==> src/rtl/bitops_pkg.sv <==
package bitops_pkg;

  localparam int FLAG_Z = 3;
  localparam int FLAG_N = 2;
  localparam int FLAG_H = 1;
  localparam int FLAG_C = 0;

  typedef enum logic [2:0] {
    SH_ROT_L   = 3'd0,
    SH_ROT_R   = 3'd1,
    SH_THRU_L  = 3'd2,
    SH_THRU_R  = 3'd3,
    SH_ARITH_L = 3'd4,
    SH_ARITH_R = 3'd5,
    SH_NIBBLE  = 3'd6,
    SH_LOGIC_R = 3'd7
  } shiftKind_t;

  typedef struct packed {
    logic       doShift;
    shiftKind_t kind;
    logic       doTest;
    logic       doClear;
    logic       doSet;
    logic       zeroForceClr;
    logic       writeBack;
  } strobes_t;

endpackage

==> src/rtl/bitops_ctrl.sv <==
module bitops_ctrl
  import bitops_pkg::*;
#(
  parameter int SEL_W = 3
) (
  input  logic [1:0]       grp,
  input  logic [SEL_W-1:0] sel,
  input  logic             accForm,
  output strobes_t         st
);

  always_comb begin
    st = '0;
    st.kind = SH_ROT_L;
    unique case (grp)
      2'd0: begin
        st.doShift      = 1'b1;
        st.kind         = shiftKind_t'(sel[2:0]);
        st.zeroForceClr = accForm;
        st.writeBack    = 1'b1;
      end
      2'd1: st.doTest = 1'b1;
      2'd2: begin
        st.doClear   = 1'b1;
        st.writeBack = 1'b1;
      end
      default: begin
        st.doSet     = 1'b1;
        st.writeBack = 1'b1;
      end
    endcase
  end

  always_comb begin
    a_r10_one_action: assert ($onehot({st.doShift, st.doTest, st.doClear, st.doSet}));
    a_r10_store_unless_test: assert (st.writeBack == !st.doTest);
  end

endmodule

==> src/rtl/bitops_dp.sv <==
module bitops_dp
  import bitops_pkg::*;
#(
  parameter int DATA_W = 8,
  parameter int SEL_W  = 3
) (
  input  logic [DATA_W-1:0] opnd,
  input  logic [3:0]        flagsIn,
  input  logic [SEL_W-1:0]  sel,
  input  strobes_t          st,
  output logic [DATA_W-1:0] resultOut,
  output logic [3:0]        flagsOut
);

  localparam int HALF_W = DATA_W / 2;

  logic [DATA_W-1:0] bitMask;
  logic [DATA_W-1:0] swapped;
  logic [DATA_W-1:0] shiftRes;
  logic              shiftedOut;
  logic              carryIn;

  for (genvar i = 0; i < DATA_W; i++) begin : g_mask
    assign bitMask[i] = (sel == SEL_W'(i));
  end

  assign swapped = {opnd[HALF_W-1:0], opnd[DATA_W-1:HALF_W]};
  assign carryIn = flagsIn[FLAG_C];

  always_comb begin
    shiftRes   = opnd;
    shiftedOut = 1'b0;
    unique case (st.kind)
      SH_ROT_L:   begin shiftRes = {opnd[DATA_W-2:0], opnd[DATA_W-1]}; shiftedOut = opnd[DATA_W-1]; end
      SH_ROT_R:   begin shiftRes = {opnd[0], opnd[DATA_W-1:1]};        shiftedOut = opnd[0]; end
      SH_THRU_L:  begin shiftRes = {opnd[DATA_W-2:0], carryIn};        shiftedOut = opnd[DATA_W-1]; end
      SH_THRU_R:  begin shiftRes = {carryIn, opnd[DATA_W-1:1]};        shiftedOut = opnd[0]; end
      SH_ARITH_L: begin shiftRes = {opnd[DATA_W-2:0], 1'b0};           shiftedOut = opnd[DATA_W-1]; end
      SH_ARITH_R: begin shiftRes = {opnd[DATA_W-1], opnd[DATA_W-1:1]}; shiftedOut = opnd[0]; end
      SH_NIBBLE:  begin shiftRes = swapped;                            shiftedOut = 1'b0; end
      default:    begin shiftRes = {1'b0, opnd[DATA_W-1:1]};           shiftedOut = opnd[0]; end
    endcase
  end

  always_comb begin
    resultOut = opnd;
    flagsOut  = flagsIn;
    if (st.doShift) begin
      resultOut        = shiftRes;
      flagsOut[FLAG_Z] = st.zeroForceClr ? 1'b0 : (shiftRes == '0);
      flagsOut[FLAG_N] = 1'b0;
      flagsOut[FLAG_H] = 1'b0;
      flagsOut[FLAG_C] = shiftedOut;
    end else if (st.doTest) begin
      flagsOut[FLAG_Z] = ((opnd & bitMask) == '0);
      flagsOut[FLAG_N] = 1'b0;
      flagsOut[FLAG_H] = 1'b1;
    end else if (st.doClear) begin
      resultOut = opnd & ~bitMask;
    end else if (st.doSet) begin
      resultOut = opnd | bitMask;
    end
  end

  always_comb begin
    if (st.doClear || st.doSet) begin
      a_r9_flags_kept: assert (flagsOut == flagsIn);
    end
    if (st.doTest) begin
      a_r8_test_no_change: assert (resultOut == opnd && flagsOut[FLAG_H] && flagsOut[FLAG_C] == flagsIn[FLAG_C]);
    end
    if (st.doShift) begin
      a_r4_sub_half_clear: assert (flagsOut[FLAG_N] == 1'b0 && flagsOut[FLAG_H] == 1'b0);
    end
    if (st.doShift && st.zeroForceClr) begin
      a_r7_acc_zero_low: assert (flagsOut[FLAG_Z] == 1'b0);
    end
    if (st.doShift && st.kind == SH_NIBBLE) begin
      a_r5_nibble_carry_low: assert (flagsOut[FLAG_C] == 1'b0);
    end
  end

endmodule

==> src/rtl/bitops_unit.sv <==
module bitops_unit
  import bitops_pkg::*;
#(
  parameter int DATA_W = 8,
  parameter int SEL_W  = $clog2(DATA_W)
) (
  input  logic [DATA_W-1:0] opnd,
  input  logic [3:0]        flagsIn,
  input  logic [1:0]        grp,
  input  logic [SEL_W-1:0]  sel,
  input  logic              accForm,
  output logic [DATA_W-1:0] resultOut,
  output logic [3:0]        flagsOut,
  output logic              writeEn
);

  strobes_t st;

  bitops_ctrl #(.SEL_W(SEL_W)) i_ctrl (
    .grp     (grp),
    .sel     (sel),
    .accForm (accForm),
    .st      (st)
  );

  bitops_dp #(.DATA_W(DATA_W), .SEL_W(SEL_W)) i_dp (
    .opnd      (opnd),
    .flagsIn   (flagsIn),
    .sel       (sel),
    .st        (st),
    .resultOut (resultOut),
    .flagsOut  (flagsOut)
  );

  assign writeEn = st.writeBack;

  always_comb begin
    if (grp == 2'd1) begin
      a_r8_no_store_on_test: assert (!writeEn);
    end
  end

endmodule

==> config.mk <==
export PLATFORM = sky130hd
export DESIGN_NAME = bitops_unit
export DESIGN_NICKNAME = d
export VERILOG_FILES = /design/src/rtl/bitops_pkg.sv /design/src/rtl/bitops_ctrl.sv /design/src/rtl/bitops_dp.sv /design/src/rtl/bitops_unit.sv
export SDC_FILE = /design/constraint.sdc
export NUM_CORES = 1
export LEC_CHECK = 0
export ABC_AREA = 1
export BUFFER_PORTS_ARGS = -buffer_cell sky130_fd_sc_hd__buf_2
export CAP_MARGIN = 30
export CORE_UTILIZATION = 51
export DETAILED_ROUTE_END_ITERATION = 6
export PLACE_DENSITY = 0.91
export SYNTH_ARGS = -nofsm -noshare
export SYNTH_HDL_FRONTEND = slang
export SYNTH_HIERARCHICAL = 1
export SYNTH_SLANG_ARGS = --single-unit
==> constraint.sdc <==
create_clock -name vclk -period 2.7
set_clock_uncertainty 0.2 [all_clocks]
set_input_delay 0.54 -clock vclk [all_inputs]
set_output_delay 0.54 -clock vclk [all_outputs]
set_load 0.1 [all_outputs]
==> results of run 1 <==
[kinds of logic after synthesis]
kind of cell | Yosys count | share of synthesized area, %
AND/OR/NAND/NOR | 102 | 65.0
AO/OA/AOI/OAI | 24 | 20.4
buffers and inverters | 25 | 14.6
[synthesized netlist by cell type]
library cell,instances,area (um^2)
o21ai_0,7,35.0
nand4_1,13,81.3
nor3_2,3,30.0
nand3_1,9,45.0
buf_4,2,15.0
clkbuf_1,1,3.75
o22ai_1,4,25.0
o211ai_1,2,15.0
nor2_2,1,6.26
nand2_2,1,6.26
a21oi_2,1,8.76
nand2_1,48,180
o221ai_1,1,8.76
nor2_1,21,78.8
o21ai_1,2,10.0
inv_2,6,22.5
buf_2,2,10.0
a21oi_1,2,10.0
a31oi_1,4,25.0
inv_1,14,52.6
and3_1,4,25.0
a22oi_1,1,7.51
nor3_1,2,10.0
[metrics by stage]
stage	hold slack, ns	setup TNS [ns]	std cells	setup slack [ns]	cell area (um^2)
after floorplan	1.13	-0.346	151	-0.214	827
after global placement	1.31	0	213	0.00877	1280
==> impl_metrics.py, run 1 <==
metrics = {
    "placement": {
        "portBuffers": 31,
        "dp_hpwl_mm": 2.95,
        "globalplace.congestion": 1.02,
    },
    "synth": {
        "synth_nets": 169,
        "ys_warn_count": 6,
        "yosysUniqueCellTypes": 23,
        "syn_area_per_cell_um2": 4.71,
        "synth_cells": 151,
        "yosysSeqAreaShare_pct": 0,
        "synthesis.area_um2": 712,
    },
    "die": {
        "ios": 31,
        "fp.dieW_um": 39.4,
        "num_rows": 13,
        "initial_core_util_pct": 54.7,
        "die_h_um": 39.4,
    },
    "run_status": {
        "lastStage": "detailed placement (3_5_place_dp)",
        "error_line": "[ERROR DPL-0033] detailed placement checks failed during check placement.",
        "status": "stopped before the end",
    },
}
==> run 2: changes to the inputs <==
CORE_AREA = 2 2 63 65   (was not set)
CORE_UTILIZATION = not set   (was 51)
DIE_AREA = 0 0 65 67   (was not set)
PLACE_DENSITY = not set   (was 0.91)
PLACE_DENSITY_LB_ADDON = 0.15   (was not set)
==> run 2 against run 1 <==
The run now ends clean; synthesized cell count stayed put; synthesized area stayed put.
==> impl_metrics.py, run 2 <==
metrics = {
    "cells_and_area": {
        "final_cells": 267,
        "postLayoutCellArea_um2": 1620,
        "fillCellCount": 389,
        "final_common_cell": "nand2_1",
        "area_growth_pct": 128,
        "layout-drive-gt1-share_pct": 53.0,
        "regArea_um2": 0,
        "layout_common_cells": "nand2_1, buf_4, buf_2, nand4_1, nor2_1",
        "diodes": 0,
        "seq_cell_count": 0,
        "nClkBuffers": 0,
        "layout.nets": 239,
    },
    "grt": {
        "grt_first_pass_wirelength_mm": 5.30,
        "grtUsageTotal_pct": 15.0,
        "grt_max_degree": 12,
        "grt-ovfl-total": 0,
        "grt_pass1_vias": 1186,
        "grt_antenna_before_repair": 0,
    },
    "timing": {
        "timing.final.ws_setup_ns": 0.0225,
        "drv_slew": 0,
        "setup_viol": 0,
        "whs_ns": 1.31,
        "period_share_pct": 99.2,
        "fmax_mhz": 373,
        "rsz0062_at_grt": "yes",
        "worst_pin_slew_ns": 0.486,
        "min_period_ns": 2.68,
        "hold_viol_final": 0,
        "maxSlewHeadroom_pct": 67.8,
    },
    "routing": {
        "via_per_inst": 4.87,
        "drtIter0Drc": 91,
        "vias": 1300,
        "wl_per_cell_um": 12.5,
        "firstDrtPassIters": 4,
        "drt_wl_total_mm": 3.35,
        "drtAntennaViolNets": 0,
        "drc": 0,
    },
    "hold_path": {
        "hold_start": "flagsIn[0]",
        "hold_path_class": "in -> out",
        "min_path_cells": 4,
        "whs_endpoint": "flagsOut[0]",
    },
    "die": {
        "core_area_um2": 3610,
        "num_rows": 22,
        "die-area_um2": 4360,
        "die_h_um": 67,
        "initial_core_util_pct": 19.7,
        "ios": 31,
        "fp.dieW_um": 65,
    },
    "worst_setup_path": {
        "start_kind": "input pin",
        "cp_max_fo": 5,
        "arrival_ns": 1.94,
        "required_ns": 1.96,
        "crit_path_end_kind": "output port",
        "critPathKind": "in -> out",
    },
    "synth": {
        "netlist.top_cell.by_area": "nand2_1",
        "synthesis.area_um2": 712,
        "ys_warn_count": 6,
        "yosysSeqAreaShare_pct": 0,
        "yosysUniqueCellTypes": 23,
        "ys_top_cells_by_area": "nand2_1, nand4_1, nor2_1, inv_1, nand3_1",
        "synth_top_area_share_pct": 25.3,
        "syn_area_per_cell_um2": 4.71,
        "yosysMostFrequentCell": "nand2_1",
        "synth_common_cells": "nand2_1, nor2_1, inv_1",
        "synth_nets": 169,
        "synth_cells": 151,
    },
    "power": {
        "power_density_nw_per_um2": 252,
        "ir_drop_v": 0.000109,
        "power_leakage_nw": 0.768,
    },
    "clock_tree": {
        "postCtsHoldBufs": 0,
    },
    "placement": {
        "place_inst": 254,
        "dpl_cell_area_um2": 1380,
        "globalplace.congestion": 0.895,
        "portBuffers": 31,
        "dp_slack_ns": -0.150,
        "dp_hpwl_mm": 2.59,
    },
    "run": {
        "maxCapViolations": 0,
    },
    "run_status": {
        "status": "complete, no violations",
    },
}
==> run 2: cell counts after synthesis <==
Identical to the previous run, type by type.
==> run 2: logic make-up (layout without fill, tap and decap cells) <==
kind of cell,after synthesis,in the layout,share of synthesized area (%)
AO/OA/AOI/OAI,24,24,20.4
buffers and inverters,25,93,14.6
AND/OR/NAND/NOR,102,102,65.0
==> run 2: stage by stage <==
step                total power [mW]  TNS, ns  utilization, %
floorplan                      0.229   -0.346               -
global placement               0.366   -0.324            38.2
detailed placement             0.369   -0.362            38.2
CTS                            0.384  -0.0527            41.0
global route                   0.429   -0.128            44.9
finish                         0.408        0            44.9
==> run 2: worst max-delay path, cell delays in order <==
cell and delay, ns:
buf_8 0.11, inv_8 0.05, nand2_8 0.06, nor2_4 0.10, buf_6 0.14, buf_4 0.11
nand3_1 0.09, a21oi_2 0.19, nor2_4 0.07, buf_6 0.12, o21ai_4 0.16, buf_12 0.19
==> run 2: per-layer routing <==
layer  GRT usage, %  vias to the layer above  routed length [um]
met3           1.18                        6                 156
met5              0                        -                   0
met2           25.0                       32                1630
li1               -                      653                   -
met1           21.3                      609                1490
met4           2.13                        0                  68
==> run 2: area by class of cell <==
type,instances,area (um^2),share of cell area [%]
Multi-Input combinational cell,126,810,50.0
Timing Repair Buffer,73,657,40.5
Inverter,20,93.8,5.79
Tap cell,48,60.1,3.71
==> run 2: where the power goes <==
part	internal (mW)	switching, mW
Combinational	0.153	0.255
Sequential	0	0
Clock	0	0
Total	0.153	0.255
==> run 2: worst max-delay path by stage <==
stage / to / slack (ns) / startpoint / cells past startpoint
2_1_floorplan: resultOut[3] / -0.21 / grp[0] / 7
3_3_place_gp: flagsOut[3] / -0.16 / grp[0] / 13
3_5_place_dp: flagsOut[3] / -0.15 / grp[0] / 13
4_1_cts: flagsOut[3] / -0.05 / grp[1] / 14
5_1_grt: flagsOut[3] / -0.07 / grp[1] / 14
6_report: resultOut[7] / 0.02 / grp[1] / 12
==> run 2: what timing repair did <==
item | CTS | global route
pin swaps | 9 | 11
endpoints found under the hold margin | 0 | 0
setup endpoints to repair | 7 | 10
buffers inserted | 4 | 8
cloned | 1 | 0
gates resized for setup | 16 | 25
(Power assumes the default switching activity.)
==> run 3: changes to the inputs <==
SYNTH_HIERARCHICAL = not set   (was 1)
==> run 3 against run 2 <==
Combinational power is 14% lower; count of clock-buffer cells in the layout did not move; worst setup slack better by 0.076 ns; synthesized cell count fell by 5.3%; hold slack got worse by 0.0011 ns; final area is 25% lower; sequential share of layout area stayed put; routed wire length decreased by 13%; cell count is 12% lower; synthesized area decreased by 3.9%; critical path depth is 2 lower; non-clock buffer count decreased by 27.
==> impl_metrics.py, run 3 <==
metrics = {
    "run_status": {
        "status": "complete, no violations",
    },
    "synth": {
        "ys_warn_count": 0,
        "synth_top_area_share_pct": 19.7,
        "yosysUniqueCellTypes": 23,
        "synthesis.area_um2": 684,
        "ys_top_cells_by_area": "nand2_1, nor2_1, nand3_1, inv_1, o21ai_0",
        "netlist.top_cell.by_area": "nand2_1",
        "syn_area_per_cell_um2": 4.79,
        "yosysMostFrequentCell": "nand2_1",
        "synth_cells": 143,
        "yosysSeqAreaShare_pct": 0,
        "synth_common_cells": "nand2_1, nor2_1, nand3_1",
        "synth_nets": 161,
    },
    "power": {
        "internal-power_mw": 0.116,
        "seq_power_share_pct": 0,
        "power_density_nw_per_um2": 289,
        "swShare_pct": 66.8,
        "p_sw_mw": 0.233,
        "comb_power_share_pct": 100.0,
        "power_leakage_nw": 0.593,
        "total_power_mw": 0.349,
        "ir_drop_v": 0.0000916,
        "clock_power_share_pct": 0,
    },
    "grt": {
        "grtUsageTotal_pct": 13.8,
        "grt-ovfl-total": 0,
        "grt_antenna_before_repair": 0,
        "grt_first_pass_wirelength_mm": 4.80,
        "grt_max_degree": 10,
        "grt_pass1_vias": 1081,
    },
    "placement": {
        "dp_hpwl_mm": 2.44,
        "portBuffers": 31,
        "dpl_cell_area_um2": 1170,
        "globalplace.congestion": 0.935,
    },
    "die": {
        "initial_core_util_pct": 19.0,
        "core_area_um2": 3610,
        "ios": 31,
        "die-area_um2": 4360,
        "num_rows": 22,
        "fp.dieW_um": 65,
        "die_h_um": 67,
    },
    "cells_and_area": {
        "nClkBuffers": 0,
        "seq_cell_count": 0,
        "area_growth_pct": 76.4,
        "layout.nets": 206,
        "regArea_um2": 0,
        "postLayoutCellArea_um2": 1210,
        "layout-drive-gt1-share_pct": 41.9,
        "layout_common_cells": "nand2_1, buf_2, nor2_1, nand3_1, buf_4",
        "diodes": 0,
        "final_common_cell": "nand2_1",
    },
    "timing": {
        "whs_ns": 1.31,
        "period_share_pct": 96.4,
        "maxSlewHeadroom_pct": 68.0,
        "fmax_mhz": 384,
        "drv_slew": 0,
        "hold_viol_final": 0,
        "finalSetupTns_ns": 0,
        "worst_pin_slew_ns": 0.484,
        "setup_viol": 0,
        "min_period_ns": 2.60,
    },
    "worst_setup_path": {
        "arrival_ns": 1.86,
        "start_kind": "input pin",
        "cp_max_fo": 7,
        "critPathKind": "in -> out",
        "required_ns": 1.96,
        "crit_path_end_kind": "output port",
    },
    "routing": {
        "drtAntennaViolNets": 0,
        "via_per_inst": 4.70,
        "drtIter0Drc": 35,
        "drc": 0,
        "firstDrtPassIters": 4,
        "wl_per_cell_um": 12.5,
        "drt_wl_total_mm": 2.93,
        "wl_met2_mm": 1.51,
        "maxUsedRoutingLayer": "met4",
        "wl_met1_mm": 1.23,
        "vias": 1099,
        "met3WireLength_um": 158,
    },
    "run": {
        "maxCapViolations": 0,
    },
    "clock_tree": {
        "postCtsHoldBufs": 0,
    },
    "hold_path": {
        "hold_path_class": "in -> out",
    },
}
run 3: cell families after synthesis:
kind of cell    Yosys count  share of synthesized area, %
simple gates             91                          63.1
buf+inv                  23                          13.9
compound gates           29                          23.0
run 3: final timing paths:
| kind | start | to | cells after the start |
|---|---|---|---|
| min | flagsIn[0] | flagsOut[0] | 4 |
| max | sel[0] | resultOut[2] | 10 |
run 3: routing by layer:
metal | GRT usage [%] | vias up
li1 | - | 555
met3 | 0.676 | 2
met2 | 27.1 | 37
met4 | 2.66 | 0
met5 | 0 | -
met1 | 16.5 | 505
run 3: final cells by class:
type | count | area (um^2)
fill | 408 | 2400
multi-input combinational | 120 | 653
timing repair buffer | 46 | 418
inverter | 20 | 76.3
tap | 48 | 60.1
run 3: power by group through the flow:
stage	Clock [mW]	Sequential (mW)	Combinational, mW
finish	0	0	0.349
floorplan	0	0	0.220
detailed placement	0	0	0.344
global route	0	0	0.367
CTS	0	0	0.344
global placement	0	0	0.344
run 3: critical path: stages:
cell     delay (ns)
buf_2          0.15
inv_2          0.11
nand2_2        0.07
nor2_4         0.17
nand2_1        0.10
o21ai_1        0.17
nor2_2         0.07
buf_4          0.13
o22ai_2        0.14
buf_12         0.20
run 3: timing repair:
item                                    4_1_cts  5_1_grt
endpoints found under the setup margin        0        4
resized for setup                             0        3
buffers inserted                              0        4
run 3: per-stage QoR:
| stage | instances | setup WS [ns] | utilization [%] |
|---|---|---|---|
| 2_1_floorplan | 143 | -0.151 | - |
| 3_3_place_gp | 230 | 0.00760 | 32.4 |
| 3_5_place_dp | 230 | 0.00752 | 32.4 |
| 4_1_cts | 230 | 0.00621 | 32.4 |
| 5_1_grt | 234 | -0.00250 | 33.5 |
| 6_report | 234 | 0.0980 | 33.5 |
==> run 4: changes to the inputs <==
clock period = 3.2 ns   (was 2.7 ns; I/O delays follow)
==> run 4 against run 3 <==
Cell count fell by 5.6%; critical endpoint is now flagsOut[3]; sequential cell count stayed put; largest cell class unchanged; via count shrank 7.0%; final area down 12%; sequential share of layout area did not move; utilization decreased by 3.9 points; die area unchanged; non-clock buffer count decreased by 13; global-route usage barely moved; worst setup slack improved by 0.066 ns; highest routed layer is now met3; critical path depth up 2.
==> impl_metrics.py, run 4 (synthesized netlist as in run 3, its figures left out) <==
metrics = {
    "power": {
        "power_leakage_nw": 0.517,
        "ir_drop_v": 0.0000860,
        "power_density_nw_per_um2": 254,
    },
    "timing": {
        "rsz0062_at_grt": "no",
        "fmax_mhz": 329,
        "period_share_pct": 94.9,
        "drv_slew": 0,
        "setup_viol": 0,
        "whs_ns": 1.54,
        "finalSetupTns_ns": 0,
        "worst_pin_slew_ns": 0.489,
        "maxSlewHeadroom_pct": 67.6,
        "hold_viol_final": 0,
        "min_period_ns": 3.04,
    },
    "die": {
        "num_rows": 22,
        "initial_core_util_pct": 19.0,
        "die_h_um": 67,
        "ios": 31,
        "fp.dieW_um": 65,
        "core_area_um2": 3610,
        "die-area_um2": 4360,
    },
    "worst_setup_path": {
        "arrival_ns": 2.20,
        "start_kind": "input pin",
        "cp_max_fo": 10,
        "required_ns": 2.36,
        "crit_path_end_kind": "output port",
        "critPathKind": "in -> out",
    },
    "cells_and_area": {
        "layout-drive-gt1-share_pct": 33.5,
        "layout_common_cells": "nand2_1, buf_2, nor2_1, nand3_1, inv_1",
        "seq_cell_count": 0,
        "nClkBuffers": 0,
        "final_common_cell": "nand2_1",
        "regArea_um2": 0,
        "diodes": 0,
        "fillCellCount": 406,
        "area_growth_pct": 55.9,
        "postLayoutCellArea_um2": 1070,
        "layout.nets": 193,
    },
    "placement": {
        "globalplace.congestion": 0.880,
        "dpl_cell_area_um2": 1060,
        "portBuffers": 31,
        "dp_hpwl_mm": 2.29,
    },
    "routing": {
        "drtIter0Drc": 27,
        "firstDrtPassIters": 4,
        "via_per_inst": 4.62,
        "drc": 0,
        "vias": 1022,
        "wl_per_cell_um": 12.4,
        "drt_wl_total_mm": 2.75,
        "drtAntennaViolNets": 0,
    },
    "run": {
        "maxCapViolations": 0,
    },
    "grt": {
        "grt_first_pass_wirelength_mm": 4.81,
        "grt_antenna_before_repair": 0,
        "grtUsageTotal_pct": 13.8,
        "grt_max_degree": 11,
        "grt_pass1_vias": 1024,
        "grt-ovfl-total": 0,
    },
    "run_status": {
        "status": "complete, no violations",
    },
    "hold_path": {
        "hold_path_class": "in -> out",
    },
}
==> run 4: routing by layer <==
layer | part of all wire (%) | routed length (um) | global-route usage, %
met2 | 46 | 1280 | 23.7
met3 | 6.6 | 182 | 1.01
met1 | 47 | 1290 | 19.2
met5 | 0 | 0 | 0
met4 | 0 | 0 | 1.60
==> run 4: what timing repair did <==
action | CTS | global route
gates resized for setup | 0 | 1
buffers inserted | 0 | 0
hold endpoints to repair | 0 | 0
hold buffers | 0 | 0
endpoints found under the setup margin | 0 | 1
==> run 4: worst max-delay path: stages <==
cell      delay, ns
buf_2          0.23
clkinv_2       0.12
nand2_4        0.16
nor2_4         0.08
inv_2          0.09
nor2_1         0.05
nor2_1         0.22
nand2_1        0.10
nor2_1         0.15
nand2_1        0.09
nand2_2        0.08
buf_12         0.17
==> run 4: path summary, 6_finish.rpt <==
kind,from,slack [ns],end,cells past startpoint
min,flagsIn[3],1.54,flagsOut[3],6
max,grp[0],0.16,flagsOut[3],12
==> run 4: layout make-up <==
cell class	count	area, um^2	share of cell area, %
Inverter	20	76.3	7.15
Multi-Input combinational cell	120	626	58.6
Timing Repair Buffer	33	305	28.6
Tap cell	48	60.1	5.63
==> run 4: metrics by stage <==
| stage | power [mW] | setup WS, ns | instances | util, % |
|---|---|---|---|---|
| finish | 0.271 | 0.164 | 221 | 29.6 |
| floorplan | 0.181 | -0.383 | 143 | - |
| CTS | 0.271 | 0.205 | 221 | 29.5 |
| detailed placement | 0.270 | 0.213 | 221 | 29.5 |
| global route | 0.289 | 0.0420 | 221 | 29.6 |
| global placement | 0.272 | 0.148 | 221 | 29.5 |
==> run 4: power breakdown <==
group / switching (mW) / internal [mW]
Clock: 0 / 0
Combinational: 0.190 / 0.0814
Sequential: 0 / 0
